[src/rtl/dr_pkg.sv]
package dr_pkg;

  typedef enum logic [2:0] {
    CAT_NORMAL,
    CAT_SQUASH,
    CAT_LOAD,
    CAT_STORE,
    CAT_NONSPEC,
    CAT_NOP
  } slot_cat_e;

  localparam int CI_SQUASH  = 0;
  localparam int CI_FULL    = 1;
  localparam int CI_LOAD    = 2;
  localparam int CI_STORE   = 3;
  localparam int CI_NONSPEC = 4;
  localparam int CI_DISP    = 5;
  localparam int NUM_CNT    = 6;

endpackage

[src/rtl/slot_classify.sv]
module slot_classify
  import dr_pkg::*;
#(
  parameter int SLOTS = 4
) (
  input  logic [SLOTS-1:0] flg_squash,
  input  logic [SLOTS-1:0] flg_load,
  input  logic [SLOTS-1:0] flg_store,
  input  logic [SLOTS-1:0] flg_nonspec,
  input  logic [SLOTS-1:0] flg_nop,
  output slot_cat_e        cat [SLOTS]
);

  // Fixed priority per slot; the full-queue test sits between squash and the
  // rest and is applied by the scan stage.
  for (genvar s = 0; s < SLOTS; s++) begin : g_slot
    always_comb begin
      if (flg_squash[s])       cat[s] = CAT_SQUASH;
      else if (flg_load[s])    cat[s] = CAT_LOAD;
      else if (flg_store[s])   cat[s] = CAT_STORE;
      else if (flg_nonspec[s]) cat[s] = CAT_NONSPEC;
      else if (flg_nop[s])     cat[s] = CAT_NOP;
      else                     cat[s] = CAT_NORMAL;
    end
  end

endmodule

[src/rtl/dispatch_scan.sv]
module dispatch_scan
  import dr_pkg::*;
#(
  parameter int SLOTS  = 4,
  parameter int SZ_W   = 3,
  parameter int FREE_W = 5
) (
  input  logic                              grp_valid,
  input  logic [SZ_W-1:0]                   grp_size,
  input  slot_cat_e                         cat [SLOTS],
  input  logic                              iq_full,
  input  logic [FREE_W-1:0]                 iq_free,
  output logic [SLOTS-1:0]                  iq_ins,
  output logic [SLOTS-1:0]                  ld_ins,
  output logic [SLOTS-1:0]                  st_ins,
  output logic [SLOTS-1:0]                  ns_ins,
  output logic [SLOTS-1:0]                  nop_ins,
  output logic                              halt,
  output logic [SZ_W-1:0]                   stop_idx,
  output logic [NUM_CNT-1:0][SZ_W-1:0]      inc
);

  logic [SZ_W-1:0]   eff_size;
  logic [FREE_W-1:0] used;

  always_comb begin
    if (!grp_valid)                 eff_size = '0;
    else if (grp_size > SZ_W'(SLOTS)) eff_size = SZ_W'(SLOTS);
    else                            eff_size = grp_size;
  end

  always_comb begin
    iq_ins   = '0;
    ld_ins   = '0;
    st_ins   = '0;
    ns_ins   = '0;
    nop_ins  = '0;
    halt     = 1'b0;
    stop_idx = eff_size;
    inc      = '0;
    used     = '0;
    for (int s = 0; s < SLOTS; s++) begin
      if (SZ_W'(s) < eff_size && !halt) begin
        if (cat[s] == CAT_SQUASH) begin
          inc[CI_SQUASH] = inc[CI_SQUASH] + SZ_W'(1);
        end else if (iq_full || used >= iq_free) begin
          halt          = 1'b1;
          stop_idx      = SZ_W'(s);
          inc[CI_FULL]  = SZ_W'(1);
        end else begin
          unique case (cat[s])
            CAT_LOAD: begin
              iq_ins[s] = 1'b1;
              ld_ins[s] = 1'b1;
              inc[CI_LOAD] = inc[CI_LOAD] + SZ_W'(1);
            end
            CAT_STORE: begin
              iq_ins[s] = 1'b1;
              st_ins[s] = 1'b1;
              inc[CI_STORE] = inc[CI_STORE] + SZ_W'(1);
            end
            CAT_NONSPEC: begin
              ns_ins[s] = 1'b1;
              inc[CI_NONSPEC] = inc[CI_NONSPEC] + SZ_W'(1);
            end
            CAT_NOP:    nop_ins[s] = 1'b1;
            default:    iq_ins[s]  = 1'b1;
          endcase
          if (iq_ins[s]) begin
            used         = used + FREE_W'(1);
            inc[CI_DISP] = inc[CI_DISP] + SZ_W'(1);
          end
        end
      end
    end
  end

endmodule

[src/rtl/event_counters.sv]
module event_counters #(
  parameter int NUM   = 6,
  parameter int CNT_W = 16,
  parameter int INC_W = 3
) (
  input  logic                        clk,
  input  logic                        rst,
  input  logic [NUM-1:0][INC_W-1:0]   inc,
  output logic [NUM-1:0][CNT_W-1:0]   cnt
);

  for (genvar i = 0; i < NUM; i++) begin : g_cnt
    always_ff @(posedge clk) begin
      if (rst) cnt[i] <= '0;
      else     cnt[i] <= cnt[i] + CNT_W'(inc[i]);
    end
  end

endmodule

[src/rtl/dispatch_router.sv]
module dispatch_router
  import dr_pkg::*;
#(
  parameter int SLOTS    = 4,
  parameter int IQ_DEPTH = 16,
  parameter int CNT_W    = 16,
  localparam int SZ_W    = $clog2(SLOTS + 1),
  localparam int FREE_W  = $clog2(IQ_DEPTH + 1)
) (
  input  logic              clk,
  input  logic              rst,
  input  logic              grp_valid,
  input  logic [SZ_W-1:0]   grp_size,
  input  logic [SLOTS-1:0]  flg_squash,
  input  logic [SLOTS-1:0]  flg_load,
  input  logic [SLOTS-1:0]  flg_store,
  input  logic [SLOTS-1:0]  flg_nonspec,
  input  logic [SLOTS-1:0]  flg_nop,
  input  logic              iq_full,
  input  logic [FREE_W-1:0] iq_free,
  output logic [SLOTS-1:0]  iq_ins,
  output logic [SLOTS-1:0]  lsq_ld_ins,
  output logic [SLOTS-1:0]  lsq_st_ins,
  output logic [SLOTS-1:0]  ns_ins,
  output logic [SLOTS-1:0]  tail_adv,
  output logic [SLOTS-1:0]  set_issued,
  output logic [SLOTS-1:0]  set_executed,
  output logic [SLOTS-1:0]  set_cancommit,
  output logic              block_req,
  output logic [SZ_W-1:0]   resume_idx,
  output logic [CNT_W-1:0]  cnt_squash,
  output logic [CNT_W-1:0]  cnt_full,
  output logic [CNT_W-1:0]  cnt_load,
  output logic [CNT_W-1:0]  cnt_store,
  output logic [CNT_W-1:0]  cnt_nonspec,
  output logic [CNT_W-1:0]  cnt_disp
);

  slot_cat_e                       cat [SLOTS];
  logic [SLOTS-1:0]                c_iq, c_ld, c_st, c_ns, c_nop;
  logic                            c_halt;
  logic [SZ_W-1:0]                 c_idx;
  logic [NUM_CNT-1:0][SZ_W-1:0]    c_inc;
  logic [NUM_CNT-1:0][CNT_W-1:0]   cnt;

  slot_classify #(.SLOTS(SLOTS)) u_classify (
    .flg_squash (flg_squash),
    .flg_load   (flg_load),
    .flg_store  (flg_store),
    .flg_nonspec(flg_nonspec),
    .flg_nop    (flg_nop),
    .cat        (cat)
  );

  dispatch_scan #(.SLOTS(SLOTS), .SZ_W(SZ_W), .FREE_W(FREE_W)) u_scan (
    .grp_valid(grp_valid),
    .grp_size (grp_size),
    .cat      (cat),
    .iq_full  (iq_full),
    .iq_free  (iq_free),
    .iq_ins   (c_iq),
    .ld_ins   (c_ld),
    .st_ins   (c_st),
    .ns_ins   (c_ns),
    .nop_ins  (c_nop),
    .halt     (c_halt),
    .stop_idx (c_idx),
    .inc      (c_inc)
  );

  event_counters #(.NUM(NUM_CNT), .CNT_W(CNT_W), .INC_W(SZ_W)) u_counters (
    .clk(clk),
    .rst(rst),
    .inc(c_inc),
    .cnt(cnt)
  );

  assign cnt_squash  = cnt[CI_SQUASH];
  assign cnt_full    = cnt[CI_FULL];
  assign cnt_load    = cnt[CI_LOAD];
  assign cnt_store   = cnt[CI_STORE];
  assign cnt_nonspec = cnt[CI_NONSPEC];
  assign cnt_disp    = cnt[CI_DISP];

  always_ff @(posedge clk) begin
    if (rst) begin
      iq_ins        <= '0;
      lsq_ld_ins    <= '0;
      lsq_st_ins    <= '0;
      ns_ins        <= '0;
      tail_adv      <= '0;
      set_issued    <= '0;
      set_executed  <= '0;
      set_cancommit <= '0;
      block_req     <= 1'b0;
      resume_idx    <= '0;
    end else begin
      iq_ins        <= c_iq;
      lsq_ld_ins    <= c_ld;
      lsq_st_ins    <= c_st;
      ns_ins        <= c_ns;
      tail_adv      <= c_nop;
      set_issued    <= c_nop;
      set_executed  <= c_nop;
      set_cancommit <= c_nop | c_ns;
      block_req     <= c_halt;
      resume_idx    <= c_idx;
    end
  end


  reset_clear_chk: assert property (@(posedge clk) disable iff (rst)
    $past(rst) |-> (block_req == 1'b0 && iq_ins == '0 && cnt_disp == '0));


  full_blocks_insert_chk: assert property (@(posedge clk) disable iff (rst)
    ($past(iq_full) && !$past(rst)) |-> (iq_ins == '0));


  free_budget_chk: assert property (@(posedge clk) disable iff (rst)
    !$past(rst) |-> ($countones(iq_ins) <= int'($past(iq_free))));


  full_event_count_chk: assert property (@(posedge clk) disable iff (rst)
    block_req |-> (cnt_full == CNT_W'($past(cnt_full) + 1'b1)));


  nonspec_excl_chk: assert property (@(posedge clk) disable iff (rst)
    (ns_ins & iq_ins) == '0);


  nop_marks_chk: assert property (@(posedge clk) disable iff (rst)
    ((tail_adv & ~(set_issued & set_executed & set_cancommit)) == '0)
    && ((tail_adv & iq_ins) == '0));


  idle_quiet_chk: assert property (@(posedge clk) disable iff (rst)
    !$past(grp_valid) |-> (iq_ins == '0 && ns_ins == '0 && tail_adv == '0
                          && block_req == 1'b0));

endmodule

[config.mk]
export PLATFORM = sky130hd
export DESIGN_NAME = dispatch_router
export DESIGN_NICKNAME = d
export VERILOG_FILES = /design/src/rtl/dr_pkg.sv /design/src/rtl/slot_classify.sv /design/src/rtl/dispatch_scan.sv /design/src/rtl/event_counters.sv /design/src/rtl/dispatch_router.sv
export SDC_FILE = /design/constraint.sdc
export NUM_CORES = 1
export LEC_CHECK = 0
export CAP_MARGIN = 10
export CELL_PAD_IN_SITES_DETAIL_PLACEMENT = 1
export CELL_PAD_IN_SITES_GLOBAL_PLACEMENT = 1
export CORE_MARGIN = 8
export CORE_UTILIZATION = 33
export DETAILED_ROUTE_END_ITERATION = 10
export GPL_TIMING_DRIVEN = 1
export MAX_ROUTING_LAYER = met4
export PLACE_DENSITY_LB_ADDON = 0.25
export SLEW_MARGIN = 40
export SYNTH_ARGS = -nofsm -noshare
export SYNTH_HDL_FRONTEND = slang
export SYNTH_SLANG_ARGS = --single-unit
[constraint.sdc]
create_clock -name clk -period 6.89 [get_ports clk]
set_input_delay 0.689 -clock clk [delete_from_list [all_inputs] [get_ports clk]]
set_output_delay 0.689 -clock clk [all_outputs]
set_load 0.01 [all_outputs]
==> tab_implementation.tex <==
\begin{tabular}{lr}
\hline
Metric & Value \\
\hline
\multicolumn{2}{l}{\textbf{Floorplan}} \\
\quad Number of rows created at floorplan & 51 \\
\quad Die area & $\sim$24,000 um2 \\
\quad Die Span Y & 155 um \\
\quad Floorplan core area & 19,200 um2 \\
\quad Effective utilization at floorplan & 33.2\% \\
\quad DIE WIDTH & 155 um \\
\quad I/O pin count & between 150 and 200 \\
\multicolumn{2}{l}{\textbf{Worst setup path}} \\
\quad CP Data Arrival Time & 6.95 ns \\
\quad Required time of the critical path & 7.17 ns \\
\quad Critical-path maximum fanout & 7 \\
\quad Dominant delay contributor by cell family on the critical path & simple AND/OR/NAND/NOR gates \\
\quad Type of element capturing the critical path & flop \\
\quad Startpoint type of the worst setup path & input port \\
\quad Master of the slowest instance on the critical path & sky130\_fd\_sc\_hd\_\_clkdlybuf4s50\_1 \\
\quad Number of buffers and inverters on the critical path & 4 \\
\quad Peak per-stage delay on the critical path & 0.55 ns \\
\quad Critical setup path kind & input port to flop \\
\multicolumn{2}{l}{\textbf{Clock tree}} \\
\quad Root buffer cell & sky130\_fd\_sc\_hd\_\_clkbuf\_16 \\
\quad Clock-pin slew reported for the worst setup and hold paths after clock tree synthesis & 0.06 ns \\
\quad TritonCTS clock tree & built \\
\quad Hold buffer count at CTS & 0 \\
\quad CTS H-tree lvls & 4 \\
\quad Num CTS Buffers & 17 \\
\quad Clock sink total & 124 \\
\quad Buffer levels on the longest clock path & 2 \\
\quad Latest clock arrival within the worst-skew pair & $\sim$0.42 ns \\
\multicolumn{2}{l}{\textbf{Yosys}} \\
\quad Syn nets & 768 \\
\quad Primary FF master, synth & sky130\_fd\_sc\_hd\_\_dfxtp\_1 \\
\quad Leading cell type by number of instances after synthesis & sky130\_fd\_sc\_hd\_\_dfxtp\_1 \\
\quad Mapped Area & 6370 um2 \\
\quad Post-synth EDFFs & 0 \\
\quad Post-synthesis sequential area ratio & 39.0\% \\
\quad Cell count after synthesis & 693 \\
\quad Cell type contributing the most total cell area after synthesis & sky130\_fd\_sc\_hd\_\_dfxtp\_1 \\
\quad Distinct cell type count of the synthesized netlist & between 60 and 70 \\
\quad Share of the synthesized area in the top cell type & between 30\% and 40\% \\
\quad List of most frequent post-synthesis cells & sky130\_fd\_sc\_hd\_\_dfxtp\_1 (124), sky130\_fd\_sc\_hd\_\_nor2\_1 (96), sky130\_fd\_sc\_hd\_\_xor2\_1 (56), sky130\_fd\_sc\_hd\_\_nand2\_1 (44), sky130\_fd\_sc\_hd\_\_ha\_1 (38) \\
\quad Share of async-settable or async-resettable flops after synthesis & 0\% \\
\quad Post-Syn Area per Cell & just over 9 um2 \\
\quad Post-synthesis sequential element count & $\sim$120 \\
\quad Synth warnings & 0 \\
\quad Cell types with the largest area share after synthesis & sky130\_fd\_sc\_hd\_\_dfxtp\_1 (39\%), sky130\_fd\_sc\_hd\_\_xor2\_1 (7.7\%), sky130\_fd\_sc\_hd\_\_ha\_1 (7.5\%) \\
\multicolumn{2}{l}{\textbf{Layout}} \\
\quad Share of layout cells above drive strength 1 & between 10\% and 20\% \\
\quad Number of fill cells in the layout & around 2,200 \\
\quad Area delta synth->final & 47.4\% \\
\quad Footprint of the flip-flops and latches & $\sim$2500 um2 \\
\quad Non-filler cells, final & 1,189 \\
\quad Footprint of the multi-input gates & about 3800 um2 \\
\quad Fraction of the core area covered by cells at the end of the flow & 48.9\% \\
\quad Nets@finish & 986 \\
\quad Number of diodes & 0 \\
\multicolumn{2}{l}{\textbf{Job}} \\
\quad Count of max-cap constraint violations & 0 \\
\multicolumn{2}{l}{\textbf{Global route}} \\
\quad Initial antenna violation count & 0 \\
\quad Maximum number of pins on one net before global-route repair & between 60 and 70 \\
\quad Residual overflow from global routing & 0 \\
\quad Global-route wire length before repair & 32,200 um \\
\quad Global-route total usage across every layer & 17.0\% \\
\quad Vias in the first global route & 6,483 \\
\multicolumn{2}{l}{\textbf{Drt}} \\
\quad Met1 layer wirelength in the final routing & 8090 um \\
\quad Amount of wire on met2 after detailed routing & between 10,000 and 15,000 um \\
\quad Post-DRT Antenna Nets & 0 \\
\quad Routed length per placed instance & between 15 and 20 um \\
\quad Met3 wire len & 709 um \\
\quad Uppermost routed layer & met4 \\
\quad Total via count after detailed routing & around 5,800 \\
\quad Avg Vias per Cell & 4.87 \\
\quad Routed wire length & 19,800 um \\
\quad Number of detailed-route iterations in the first pass & 6 \\
\quad Remaining DRCs & 0 \\
\quad Number of violations reported at the end of detailed-routing iteration 0 & 149 \\
\multicolumn{2}{l}{\textbf{Timing}} \\
\quad Worst clock skew on the final layout & 0.00710 ns \\
\quad Highest clock frequency the design can meet & 150 MHz \\
\quad Final-report max-slew violation count & 0 \\
\quad Slew headroom & between 50\% and 60\% \\
\quad Shortest period the worst path allows & 6.67 ns \\
\quad Setup slack after layout & 0.219 ns \\
\quad Share of the cycle needed by the critical path after routing & between 90\% and 100\% \\
\quad \# setup viols final & 0 \\
\quad Number of hold violations in the final report & 0 \\
\quad Accumulated negative setup slack & 0 ns \\
\quad Actual slew at the worst max-slew pin & about 0.65 ns \\
\multicolumn{2}{l}{\textbf{Placed design}} \\
\quad Final weighted congestion of routability-driven global placement & 0.837 \\
\quad \# port buffers & approximately 160 \\
\quad Detailed Place HPWL & 15,400 um \\
\quad Cell count after placement & 1,150 \\
\quad DP Worst Slack & -0.659 ns \\
\multicolumn{2}{l}{\textbf{Hold path}} \\
\quad Min-Delay Path Class & flop to flop \\
\multicolumn{2}{l}{\textbf{Pwr}} \\
\quad Ratio of total power to cell area & about 200 nW/um2 \\
\quad Total power & 1.86 mW \\
\quad Worst VDD drop & 0.160 mV \\
\quad LEAKAGE & between 3 and 4 nW \\
\multicolumn{2}{l}{\textbf{Outcome}} \\
\quad Outcome & finished, final reports clean \\
\hline
\end{tabular}
## per-layer routing
metal	track usage, %	vias up
li1	-	2817
met1	17.5	2816
met2	31.3	124
met3	3.69	32
met4	6.49	0
met5	-	-
## timing repair
| item | in CTS | in global routing |
|---|---|---|
| endpoints found under the hold margin | 0 | 0 |
| pin swaps | 0 | 12 |
| endpoints found under the setup margin | 21 | 51 |
| gates resized for setup | 4 | 17 |
| setup buffers | 0 | 7 |
## kinds of logic (layout without fill, tap and decap cells)
group | after synthesis | after routing | share of synthesized area (%)
AO/OA/AOI/OAI | 76 | 76 | 7.54
XOR/XNOR | 83 | 83 | 11.9
adder cells (fa/ha/maj) | 43 | 43 | 9.04
buffers and inverters | 47 | 278 | 3.52
flip-flops | 124 | 124 | 39.0
multiplexers | 16 | 16 | 3.38
AND/OR/NAND/NOR | 304 | 304 | 25.7
## worst register-to-register path, cell delays in order (launching register included)
cell,delay [ns]
sky130_fd_sc_hd__dfxtp_1,0.35
sky130_fd_sc_hd__ha_1,0.18
sky130_fd_sc_hd__ha_1,0.23
sky130_fd_sc_hd__nand2_1,0.11
sky130_fd_sc_hd__or3_1,0.42
sky130_fd_sc_hd__nor2_1,0.21
sky130_fd_sc_hd__nand4_1,0.13
sky130_fd_sc_hd__xor2_1,0.15
sky130_fd_sc_hd__nor2_1,0.05
## placed cells by master (no fill, tap or decap), types with 7 or more instances in the layout
cell type                           n
sky130_fd_sc_hd__nor2b_1           19
sky130_fd_sc_hd__nor3_1            13
sky130_fd_sc_hd__and4_1             8
sky130_fd_sc_hd__buf_4             64
sky130_fd_sc_hd__nor2_1            96
sky130_fd_sc_hd__or3_1             16
sky130_fd_sc_hd__nor3_2             7
sky130_fd_sc_hd__xor2_1            56
sky130_fd_sc_hd__inv_1             20
sky130_fd_sc_hd__clkdlybuf4s50_1  161
sky130_fd_sc_hd__a21o_1             8
sky130_fd_sc_hd__and3_1            15
sky130_fd_sc_hd__mux2_4             7
sky130_fd_sc_hd__a21oi_1           28
sky130_fd_sc_hd__nand4_1           15
sky130_fd_sc_hd__nand2_1           44
sky130_fd_sc_hd__xnor2_1           22
sky130_fd_sc_hd__nand3_1           24
sky130_fd_sc_hd__dfxtp_1          124
sky130_fd_sc_hd__o21ai_0           19
sky130_fd_sc_hd__clkbuf_16         17
sky130_fd_sc_hd__ha_1              35
## flip-flops by register name (all words and copies together) (netlist names), 3 cells and up
| register | cells |
|---|---|
| resume_idx | 3 |
| set_executed | 4 |
| lsq_st_ins | 4 |
| lsq_ld_ins | 4 |
| u_counters.cnt | 96 |
| ns_ins | 4 |
| set_cancommit | 4 |
| iq_ins | 4 |
## area by class of cell
| cell class | instances | area share (%) |
|---|---|---|
| Clock buffer | 19 | 4.82 |
| Sequential cell | 124 | 26.4 |
| Multi-Input combinational cell | 522 | 40.0 |
| Clock inverter | 13 | 2.00 |
| Tap cell | 265 | 3.53 |
| Timing Repair Buffer | 226 | 22.4 |
| Inverter | 20 | 0.800 |
## per-stage QoR
stage	hold WS, ns	area (um2)
3_3_place_gp	0.472	8600
3_5_place_dp	0.498	8600
4_1_cts	0.507	9270
2_1_floorplan	0.502	6370
6_report	0.502	9390
5_1_grt	0.527	9390
## power by group
group	leakage [nW]	internal (mW)	switching [mW]
Clock	0.306	0.626	0.343
Sequential	1.00	0.726	0.00608
Combinational	2.47	0.0766	0.0824
## worst paths after layout
check                                         from                 end  slack (ns)  cells after the start
worst max-delay path                   grp_size[0]  u_counters.cnt[94]        0.22                     31
worst min-delay path            u_counters.cnt[15]  u_counters.cnt[15]        0.50                      2
worst max register to register  u_counters.cnt[16]  u_counters.cnt[30]        4.91                      8
worst min register to register  u_counters.cnt[15]  u_counters.cnt[15]        0.50                      2
No activity file was read; power rests on OpenSTA's default activity.
